==> src/rtl/pio_pkg.sv <==
package pio_pkg;
  localparam int WORD_W = 17;
  localparam int CODE_W = 6;

  typedef enum logic [1:0] {
    FN_NONE  = 2'd0,
    FN_START = 2'd1,
    FN_STOP  = 2'd2,
    FN_PULSE = 2'd3
  } fn_e;

  typedef struct packed {
    logic              is_io;
    logic              sel_a;
    fn_e               fn;
    logic [2:0]        mode;
    logic [CODE_W-1:0] code;
    logic              rd;
    logic              wr;
    logic              test;
    logic [1:0]        reg_idx;
    logic              is_ack;
    logic              is_iorst;
  } dec_t;
endpackage

==> src/rtl/pio_decode.sv <==
module pio_decode
  import pio_pkg::*;
(
  input  logic [WORD_W-1:0] word_i,
  output dec_t              dec_o
);
  logic       io;
  logic [2:0] md;

  always_comb begin
    io = (word_i[16:12] == 5'b00001);
    md = word_i[8:6];
    dec_o.is_io    = io;
    dec_o.sel_a    = word_i[11];
    dec_o.fn       = fn_e'(word_i[10:9]);
    dec_o.mode     = md;
    dec_o.code     = word_i[CODE_W-1:0];
    dec_o.rd       = io && (md >= 3'd1) && (md <= 3'd3);
    dec_o.wr       = io && (md >= 3'd4) && (md <= 3'd6);
    dec_o.test     = io && (md == 3'd7);
    dec_o.reg_idx  = 2'd0;
    if (dec_o.rd) dec_o.reg_idx = md[1:0];
    else if (dec_o.wr) dec_o.reg_idx = 2'(md - 3'd3);
    dec_o.is_ack   = (word_i == WORD_W'(3));
    dec_o.is_iorst = (word_i == WORD_W'(15));
  end
endmodule

==> src/rtl/pio_flags.sv <==
module pio_flags
  import pio_pkg::*;
#(
  parameter int NDEV = 64,
  localparam int IW = $clog2(NDEV)
) (
  input  logic            clk_i,
  input  logic            rst_ni,
  input  logic            clr_all_i,
  input  logic            cmd_v_i,
  input  logic [IW-1:0]   cmd_code_i,
  input  fn_e             cmd_fn_i,
  input  logic [NDEV-1:0] fin_i,
  output logic [NDEV-1:0] busy_o,
  output logic [NDEV-1:0] done_o
);
  for (genvar d = 0; d < NDEV; d++) begin : g_dev
    logic hit;
    assign hit = cmd_v_i && (cmd_code_i == IW'(d));
    always_ff @(posedge clk_i) begin
      if (!rst_ni || clr_all_i) begin
        busy_o[d] <= 1'b0;
        done_o[d] <= 1'b0;
      end else if (hit && cmd_fn_i == FN_START) begin
        busy_o[d] <= 1'b1;
        done_o[d] <= 1'b0;
      end else if (hit && cmd_fn_i == FN_STOP) begin
        busy_o[d] <= 1'b0;
        done_o[d] <= 1'b0;
      end else if (fin_i[d]) begin
        busy_o[d] <= 1'b0;
        done_o[d] <= 1'b1;
      end
    end
  end
endmodule

==> src/rtl/pio_prio.sv <==
module pio_prio #(
  parameter int N = 64,
  localparam int IW = $clog2(N)
) (
  input  logic [N-1:0]  req_i,
  output logic          any_o,
  output logic [IW-1:0] idx_o
);
  always_comb begin
    any_o = |req_i;
    idx_o = '0;
    for (int i = N - 1; i >= 0; i--) begin
      if (req_i[i]) idx_o = IW'(i);
    end
  end
endmodule

==> src/rtl/pio_ctrl.sv <==
module pio_ctrl
  import pio_pkg::*;
#(
  parameter int DW = WORD_W,
  parameter int CW = CODE_W,
  localparam int NDEV = 1 << CW
) (
  input  logic            clk_i,
  input  logic            rst_ni,
  input  logic            ins_valid_i,
  output logic            ins_ready_o,
  input  logic [DW-1:0]   ins_word_i,
  input  logic [DW-1:0]   a_i,
  input  logic [DW-1:0]   b_i,
  output logic            res_valid_o,
  output logic            res_we_o,
  output logic            res_to_a_o,
  output logic [DW-1:0]   res_data_o,
  output logic            res_skip_o,
  output logic [CW-1:0]   dev_code_o,
  output logic [1:0]      dev_reg_o,
  output logic            dev_rd_o,
  output logic            dev_wr_o,
  output logic [DW-1:0]   dev_wdata_o,
  output logic            dev_pulse_o,
  input  logic [DW-1:0]   dev_rdata_i,
  input  logic            dev_rack_i,
  input  logic [NDEV-1:0] dev_fin_i,
  input  logic [NDEV-1:0] irq_mask_i,
  output logic            irq_o
);
  dec_t            dec;
  logic            rdy_q;
  logic            acc;
  logic [NDEV-1:0] busy;
  logic [NDEV-1:0] done;
  logic [NDEV-1:0] pend;
  logic            pend_any;
  logic [CW-1:0]   pend_idx;
  logic            cond;

  pio_decode u_dec (.word_i(ins_word_i), .dec_o(dec));

  always_ff @(posedge clk_i) begin
    if (!rst_ni) rdy_q <= 1'b0;
    else         rdy_q <= 1'b1;
  end
  assign ins_ready_o = rdy_q;
  assign acc         = ins_valid_i && rdy_q;

  pio_flags #(.NDEV(NDEV)) u_flags (
    .clk_i      (clk_i),
    .rst_ni     (rst_ni),
    .clr_all_i  (acc && dec.is_iorst),
    .cmd_v_i    (acc && (dec.rd || dec.wr)),
    .cmd_code_i (dec.code),
    .cmd_fn_i   (dec.fn),
    .fin_i      (dev_fin_i),
    .busy_o     (busy),
    .done_o     (done)
  );

  assign pend = done & irq_mask_i;

  pio_prio #(.N(NDEV)) u_prio (.req_i(pend), .any_o(pend_any), .idx_o(pend_idx));
  assign irq_o = pend_any;

  assign dev_code_o  = dec.code;
  assign dev_reg_o   = dec.reg_idx;
  assign dev_rd_o    = acc && dec.rd;
  assign dev_wr_o    = acc && dec.wr;
  assign dev_wdata_o = dec.sel_a ? a_i : b_i;
  assign dev_pulse_o = acc && (dec.rd || dec.wr) && (dec.fn == FN_PULSE);

  always_comb begin
    unique case (dec.fn)
      FN_NONE:  cond = busy[dec.code];
      FN_START: cond = !busy[dec.code];
      FN_STOP:  cond = done[dec.code];
      default:  cond = !done[dec.code];
    endcase
  end

  always_ff @(posedge clk_i) begin
    if (!rst_ni) begin
      res_valid_o <= 1'b0;
      res_we_o    <= 1'b0;
      res_to_a_o  <= 1'b0;
      res_data_o  <= '0;
      res_skip_o  <= 1'b0;
    end else begin
      res_valid_o <= acc;
      res_we_o    <= acc && (dec.rd || dec.is_ack);
      res_to_a_o  <= dec.rd && dec.sel_a;
      res_skip_o  <= acc && dec.test && cond;
      if (dec.is_ack)       res_data_o <= DW'(pend_idx);
      else if (dev_rack_i)  res_data_o <= dev_rdata_i;
      else                  res_data_o <= '0;
    end
  end
endmodule

==> config.mk <==
export PLATFORM = sky130hd
export DESIGN_NAME = pio_ctrl
export DESIGN_NICKNAME = d
export VERILOG_FILES = /design/src/rtl/pio_pkg.sv /design/src/rtl/pio_decode.sv /design/src/rtl/pio_flags.sv /design/src/rtl/pio_prio.sv /design/src/rtl/pio_ctrl.sv
export SDC_FILE = /design/constraint.sdc
export NUM_CORES = 1
export LEC_CHECK = 0
export BUFFER_PORTS_ARGS = -buffer_cell sky130_fd_sc_hd__buf_2
export CAP_MARGIN = 20
export CELL_PAD_IN_SITES_DETAIL_PLACEMENT = 2
export CELL_PAD_IN_SITES_GLOBAL_PLACEMENT = 2
export CORE_UTILIZATION = 29
export DETAILED_ROUTE_END_ITERATION = 16
export PLACE_DENSITY_LB_ADDON = 0.1
export SLEW_MARGIN = 30
export SYNTH_ARGS = -nofsm -noshare
export SYNTH_HDL_FRONTEND = slang
export SYNTH_SLANG_ARGS = --single-unit
==> constraint.sdc <==
create_clock -name clk_i -period 2.4 [get_ports clk_i]
set_clock_uncertainty 0.05 [all_clocks]
set_input_delay 0.36 -clock clk_i [delete_from_list [all_inputs] [get_ports clk_i]]
set_output_delay 0.36 -clock clk_i [all_outputs]
set_load 0.005 [all_outputs]
Word level (Yosys, flattened, before mapping)
Cells that the tools add are included.

operators by class
  bitwise gates (word level) = 3
  muxes and demuxes = 267
  $lt $le $gt $ge = 5
  equal/unequal tests = 70
  add/subtract/negate cells = 1
  reductions and logical operators = 345

operator list
  kind                                                                     count
  6-bit 2-to-1 mux                                                         66
  1-bit logical AND                                                        207
  1-bit 2-to-1 mux                                                         195
  3-bit OR reduction                                                       65
  6-bit equality test (second input constant)                              32
  3-bit nonzero test                                                       64
  6-bit by 5-bit equality test with 1-bit output (second input constant)   16
  64-bit bitwise AND                                                       1
  64-bit OR reduction                                                      1
  6-bit by 4-bit equality test with 1-bit output (second input constant)   8
  6-bit by 3-bit equality test with 1-bit output (second input constant)   4
  17-bit by 2-bit equality test with 1-bit output (second input constant)  1
  17-bit by 4-bit equality test with 1-bit output (second input constant)  1
  17-bit 2-to-1 mux                                                        1
  1-bit binary-select mux with 6-bit select                                2
  6-bit by 2-bit equality test with 1-bit output (second input constant)   2
  6-bit by 7-bit < comparator with 1-bit output (second input constant)    1
  6-bit by 1-bit equality test with 1-bit output (second input constant)   1
  6-bit logical NOT                                                        1
  5-bit by 1-bit equality test with 1-bit output (second input constant)   1
  2-bit equality test (second input constant)                              2
  2-bit 2-to-1 mux                                                         2
  3-bit equality test (second input constant)                              1
  3-bit by 1-bit >= comparator with 1-bit output (second input constant)   1
  other kinds (10)                                                         15

word-level totals
  register bits = 150
  logic and storage cells = 826
  input bits = 200

Logic depth before layout (Yosys ltp)
  depth in word-level cells = 66
  gate-level depth with buffers = 10
  mapped depth without buffers = 9

Cells and area by module
From an unflattened synthesis, not the netlist that was laid out.

unflattened totals
  cells, all modules = 978
  area, all modules = 8580.7 µm²

modules (own cells, without submodules)
  module      cells an instance  area each (µm²)  times used
  pio_flags   543                4951.0           1
  pio_ctrl    248                2438.6           1
  pio_prio    145                887.1            1
  pio_decode  42                 304.0            1

Least setup slack after synthesis
No wires, ideal clock.

  path type = input-to-reg
  start point = input ins_word_i[7]
  end point = register u_flags.busy_o[20]
  library setup time = 128 ps
  path buffers = 1
  stages on the path = 10
  arrival = 2060 ps
  slack = 162 ps
  cells stage by stage = inv_1 -> ha_1 -> nor3_1 -> a311oi_1 -> o2111ai_1 -> nor2_1 -> clkbuf_1 -> a21oi_1 -> a21oi_1 -> nor2_1

on the way
  longest elaborated chain between the ends = 9
  elaborated cells between the ends (all ways) = 19
  classes of those cells = order compare: 4; eq/ne: 1; mux: 2; reduce/logical: 12

RTL lines
  element                                                                                       line                                RTL
  from (decl)                                                                                   pio_ctrl.sv:12                      input logic [DW-1:0] ins_word_i,
  3-bit by 1-bit >= comparator with 1-bit output / 3-bit >= comparator (equally long branches)  pio_decode.sv:18, pio_decode.sv:19
  1-bit logical AND (on tied branches) (2 in a row)                                             pio_decode.sv:18, pio_decode.sv:19
  1-bit logical OR                                                                              pio_ctrl.sv:55                      .cmd_v_i (acc && (dec.rd || dec.wr)),
  1-bit logical AND                                                                             pio_ctrl.sv:55
  1-bit logical AND                                                                             pio_flags.sv:19                     assign hit = cmd_v_i && (cmd_code_i == IW'(d));
  1-bit logical AND                                                                             pio_flags.sv:27                     end else if (hit && cmd_fn_i == FN_STOP) begin
  1-bit 2-to-1 mux                                                                              pio_flags.sv:27
  1-bit 2-to-1 mux                                                                              pio_flags.sv:24                     end else if (hit && cmd_fn_i == FN_START) begin
  to (signal, indexed assignment)                                                               pio_flags.sv:22                     busy_o[d] <= 1'b0;
  to (signal, indexed assignment)                                                               pio_flags.sv:25                     busy_o[d] <= 1'b1;
  to (signal, indexed assignment)                                                               pio_flags.sv:28                     busy_o[d] <= 1'b0;
  to (decl)                                                                                     pio_flags.sv:14                     output logic [NDEV-1:0] busy_o,

Parallel ways exist; a longest one is shown, timed or not.
A chain may end at the register's enable or synchronous reset.

Final worst setup path
  start point = register u_flags.done_o[41]
  end point = output irq_o

on the way
  longest elaborated chain between the ends = 2

RTL lines
  element                            line             RTL
  from (decl)                        pio_flags.sv:15  output logic [NDEV-1:0] done_o
  from (signal, indexed assignment)  pio_flags.sv:23  done_o[d] <= 1'b0;
  from (signal, indexed assignment)  pio_flags.sv:26  done_o[d] <= 1'b0;
  from (signal, indexed assignment)  pio_flags.sv:29  done_o[d] <= 1'b0;
  64-bit bitwise AND                 pio_ctrl.sv:63   assign pend = done & irq_mask_i;
  64-bit OR reduction                pio_prio.sv:10   any_o = |req_i;
  to (decl)                          pio_ctrl.sv:30   output logic irq_o

No other way between the ends.

==> summary by stage <==
Power
The power consumption is approximately 0.0067 W. For this design the ratio of total power to cell area is 590 nW/um^2. The leakage power total is 4.85 nW. Across the VDD grid, the largest voltage drop is around 0.00034 V.

Worst setup path
At the worst endpoint, the arrival time is 2.00 ns. The number of cell instances on the worst register-to-register path is 8. The largest fanout of any net on the critical path is 2.

The endpoint of the worst-slack reg-to-reg timing path is res_data_o[1]. In this design, the stage delay of the slowest critical-path cell is 0.37 ns. STA classifies the critical path startpoint as a flip-flop. The signal on the critical path passes through a22oi_2 > nand2_2 > nor3_2 > buf_4 > nand2b_4 > nor3_2 > buf_4 > nand3_2 > buf_2. Among cell families on the critical path, the largest total delay comes from simple AND/OR/NAND/NOR gates. In this run the register-to-register setup slack is 0.15 ns. On the critical path, the stage with the largest delay is an instance of sky130_fd_sc_hd__dfxtp_4. The type of destination of the critical path is an output port.

The startpoint identified for the worst register-to-register timing path is u_flags.done_o[61]. The count of buffering cells on the critical path with inverters included is 3. The required time at the worst-slack endpoint is 1.99 ns. The critical path is of the flip-flop to output port type.

Clock tree
The total of hold buffers inserted after clock tree synthesis is 0. Clock latency on the worst-skew pair, taken at its later pin, is around 0.44 ns. Counting every sink on the clock net gives 150.

The clock tree from TritonCTS is built. CTS built an H-tree with a depth of 4. The number of CTS-inserted buffers is 17.

The maximum count of clock buffers along a single path is 2. Clock-pin slew was measured on the worst setup and hold paths at 0.07 ns. The clock tree root driver cell is sky130_fd_sc_hd__clkbuf_16.

Synth
The netlist area before placement is 8130 sq um. The number of warning messages in the yosys log is 0. Synthesis produced approximately 1,000 cells.

The average size of a mapped cell is 8.14 sq um. The most used flip-flop cell after synthesis is sky130_fd_sc_hd__dfxtp_1. The share of synthesized cell area in full adder, half adder and majority cells is 0.616%. The compound-cell area share of the yosys netlist is between 20% and 30%. The share of cell area taken by muxes after synthesis is 11.3%. The number of different library cells used by synthesis comes to 58. Of the synthesized area, sequential elements account for 37.0%. The largest family of logic cells by synthesized area is compound AO/OA/AOI/OAI gates. The net count of the mapped netlist is between 1,000 and 1,500. The post-synthesis share of cell area spent on xor and xnor gates is 0.216%. The synthesized design contains 150 register bits.

The fraction of registers with async set/reset is 0%. Summing the areas of all and, or, nand and nor instances in the mapped netlist gives 21.1% of the synthesized area. The synthesized design contains 0 enable-type register cells.

Routing
Using the TritonRoute via totals, the vias-per-cell ratio works out to 5.47. The DRC marker count from the first detailed-route iteration is 663. The DRC violation count after routing is 0. The first detailed-routing pass took 5 iterations.

The average detailed-routed wire length per instance is 24.3 um. The number of nets still failing antenna checks after routing is 0. The final route contains 9,299 vias.

The final layout contains routed wiring with a total length of 41,400 um.

Place
Timing analysis after detailed placement gives a worst setup slack of -0.214 ns. During placement, the flow inserted port buffers numbering 250. The placed instance area is 10,600 sq um. After legalization and detailed placement, the total HPWL measured 32,800 um. The congestion estimate from routability-driven global placement came to 0.888.

The count of placed standard cells including taps is ~1,700.

Global route
The overflow left after global routing is 0. The first global-routing pass estimated 61,300 um of wire. The initial antenna violation count is 1. The via count of the first global-routing pass came to 9,780. Entering global routing, the biggest net connects 36 pins. Global routing consumed, over all layers together, between 20% and 30% of the routing resources.

Floorplanning
From left edge to right edge, the die measures about 170 um. Measured along the y axis, the die boundary spans 169 um. 251 I/O pins were placed. Once the floorplan was initialized, standard cells occupied 29.8% of the core. The region available for standard cell placement spans 27,300 sq um.

The die covers between 20,000 and 30,000 sq um. The floorplan has 60 rows.

STA
The worst pin sits at a relative slew slack of 62.0%. Setup repair after global routing could not meet its margin everywhere. The worst path setup slack after routing is -0.00598 ns.

The slew at the pin closest to its max-slew limit is 0.569 ns. The number of max-slew violations in the final report is 0. Hold is met by 0.0666 ns.

The worst path in the final design needs a cycle of 2.41 ns, including I/O delays and setup. The setup violation total in the final timing report is 1. The final number of hold-violating endpoints is 0. Static timing analysis puts the maximum clock frequency at 416 MHz.

The share of the clock period used by the worst path after layout is 100%.

Worst hold path
Counting instances, the worst hold path has a depth of 2. In this run the worst hold path is classified as input pin to flip-flop. The startpoint of the most critical hold path is dev_rdata_i[16]. The capture endpoint of the worst hold path is res_data_o[16].

Layout
In the final layout, the share of cells above drive strength 1 is between 30% and 40%. The final layout contains 1,519 nets. The area of all placed cells without fillers is 11,400 sq um. Excluding fillers, the count of instances in the completed layout stands at around 1,700. The growth of design area from synthesis to finish is 39.9%.

Outcome
The run finished, with violations left. The checks that failed: negative setup slack.

Job
The tool flagged a number of max-cap violations equal to 0.
==> state kept, by name, indices dropped and copies added (netlist names) <==
register        count
u_flags.busy_o     64
u_flags.done_o     64
res_data_o         17
ins_ready_o         1
res_skip_o          1
res_to_a_o          1
res_valid_o         1
res_we_o            1
==> routing by layer <==
layer  wire, um  global-route usage [%]  part of all wire (%)  vias up
met1      18500                    37.8                    45     4639
met2      19500                    48.4                    47      337
met3       2610                    5.74                   6.3       50
met5          0                       0                     0        -
li1           -                       -                     -     4273
met4        863                    7.91                   2.1        0
==> worst max-delay path by stage <==
stage	cells after the start	endpoint	startpoint
after floorplan	10	u_flags.busy_o[20]	ins_word_i[7]
after global placement	9	res_skip_o	ins_word_i[0]
final	9	irq_o	u_flags.done_o[41]
after global routing	9	irq_o	u_flags.done_o[42]
after CTS	9	irq_o	u_flags.done_o[41]
after detailed placement	10	res_skip_o	ins_word_i[0]
==> synthesized netlist by cell type, types with 2 or more instances <==
cell / n / area [sq um]
sky130_fd_sc_hd__o21ai_0: 72 / 360
sky130_fd_sc_hd__a41oi_1: 3 / 26.3
sky130_fd_sc_hd__a32o_1: 9 / 90.1
sky130_fd_sc_hd__buf_4: 8 / 60.1
sky130_fd_sc_hd__nor2_1: 95 / 357
sky130_fd_sc_hd__and2_1: 19 / 119
sky130_fd_sc_hd__a31oi_1: 4 / 25.0
sky130_fd_sc_hd__o22ai_1: 2 / 12.5
sky130_fd_sc_hd__a2111oi_0: 2 / 17.5
sky130_fd_sc_hd__dfxtp_1: 150 / 3000
sky130_fd_sc_hd__nor3_2: 2 / 20.0
sky130_fd_sc_hd__clkbuf_1: 44 / 165
sky130_fd_sc_hd__nand2b_1: 73 / 457
sky130_fd_sc_hd__mux2_2: 19 / 214
sky130_fd_sc_hd__buf_2: 9 / 45.0
sky130_fd_sc_hd__a22oi_1: 24 / 180
sky130_fd_sc_hd__nand4_1: 7 / 43.8
sky130_fd_sc_hd__mux4_2: 24 / 541
sky130_fd_sc_hd__nor2b_1: 9 / 56.3
sky130_fd_sc_hd__a211oi_1: 3 / 22.5
sky130_fd_sc_hd__a211o_1: 2 / 17.5
sky130_fd_sc_hd__and3_1: 6 / 37.5
sky130_fd_sc_hd__o31ai_1: 3 / 22.5
sky130_fd_sc_hd__mux2i_1: 16 / 160
sky130_fd_sc_hd__a32oi_1: 5 / 43.8
sky130_fd_sc_hd__nor2_2: 3 / 18.8
sky130_fd_sc_hd__a21oi_1: 207 / 1040
sky130_fd_sc_hd__a22o_1: 9 / 78.8
sky130_fd_sc_hd__o2111ai_1: 5 / 43.8
sky130_fd_sc_hd__nand2_1: 79 / 297
sky130_fd_sc_hd__nor4_1: 4 / 25.0
sky130_fd_sc_hd__inv_1: 9 / 33.8
sky130_fd_sc_hd__a221oi_1: 4 / 35.0
sky130_fd_sc_hd__nand3_1: 26 / 130
sky130_fd_sc_hd__nor3_1: 16 / 80.1
sky130_fd_sc_hd__ha_1: 4 / 50.1
==> kinds of logic after synthesis <==
kind of cell / after synthesis
AO/OA/AOI/OAI: 365
XOR/XNOR: 2
flip-flops: 150
adder cells (fa/ha/maj): 4
AND/OR/NAND/NOR: 346
multiplexers: 59
buffers and inverters: 72
==> worst register-to-register path, stage by stage (launching register included) <==
cell	delay, ns
sky130_fd_sc_hd__dfxtp_1	0.38
sky130_fd_sc_hd__a22oi_2	0.29
sky130_fd_sc_hd__a21oi_1	0.17
sky130_fd_sc_hd__o21ai_0	0.22
sky130_fd_sc_hd__a21oi_1	0.16
sky130_fd_sc_hd__a2111oi_0	0.43
sky130_fd_sc_hd__buf_4	0.19
sky130_fd_sc_hd__o31ai_1	0.08
sky130_fd_sc_hd__a21oi_1	0.19
==> report_power, final <==
part / leakage, nW / switching (W) / total [W] / internal (W)
Sequential: 1.23 / 0.000127 / 0.00271 / 0.00258
Clock: 0.288 / 0.00121 / 0.00282 / 0.00161
Combinational: 3.32 / 0.000639 / 0.00118 / 0.000542
Total: 4.85 / 0.00198 / 0.00671 / 0.00473
==> placed cells by master, fill, tap and decap left out, types with 4 or more instances in the layout <==
cell type                   count
sky130_fd_sc_hd__a21oi_1      207
sky130_fd_sc_hd__a22o_1         9
sky130_fd_sc_hd__a22oi_1       14
sky130_fd_sc_hd__a22oi_2       10
sky130_fd_sc_hd__a31oi_1        4
sky130_fd_sc_hd__a32o_1         9
sky130_fd_sc_hd__a32oi_1        5
sky130_fd_sc_hd__and2_1        18
sky130_fd_sc_hd__and3_1         6
sky130_fd_sc_hd__buf_12        16
sky130_fd_sc_hd__buf_2        250
sky130_fd_sc_hd__buf_4         95
sky130_fd_sc_hd__clkbuf_16     17
sky130_fd_sc_hd__dfxtp_1      145
sky130_fd_sc_hd__dfxtp_2        4
sky130_fd_sc_hd__ha_1           4
sky130_fd_sc_hd__inv_1          9
sky130_fd_sc_hd__mux2_2        19
sky130_fd_sc_hd__mux2i_1       16
sky130_fd_sc_hd__mux4_2        24
sky130_fd_sc_hd__nand2_1       76
sky130_fd_sc_hd__nand2b_1      72
sky130_fd_sc_hd__nand3_1       22
sky130_fd_sc_hd__nand4_1        7
sky130_fd_sc_hd__nor2_1        95
sky130_fd_sc_hd__nor2b_1        9
sky130_fd_sc_hd__nor3_1        13
sky130_fd_sc_hd__nor3_2         5
sky130_fd_sc_hd__o2111ai_1      5
sky130_fd_sc_hd__o21ai_0       72
==> final cells by class <==
| class | count | area [sq um] |
|---|---|---|
| fill | 3166 | 15900 |
| multi-input combinational | 776 | 4970 |
| timing repair buffer | 361 | 2280 |
| clock inverter | 11 | 138 |
| inverter | 9 | 33.8 |
| antenna | 1 | 2.50 |
| tap | 372 | 465 |
| clock buffer | 21 | 460 |
| sequential | 150 | 3010 |
==> through the flow <==
step / utilization, % / TNS [ns]
5_1_grt: 41.7 / -0.111
3_5_place_dp: 38.8 / -4.74
2_1_floorplan: - / 0
3_3_place_gp: 38.8 / -0.348
6_report: 41.7 / -0.00598
4_1_cts: 41.3 / -0.0465
==> what timing repair did <==
| action | 4_1_cts | 5_1_grt |
|---|---|---|
| gates resized for setup | 17 | 18 |
| setup endpoints to repair | 2 | 5 |
| buffers inserted | 2 | 3 |
| pin swaps | 5 | 7 |
| endpoints found under the hold margin | 0 | 0 |
(Power assumes the default switching activity.)
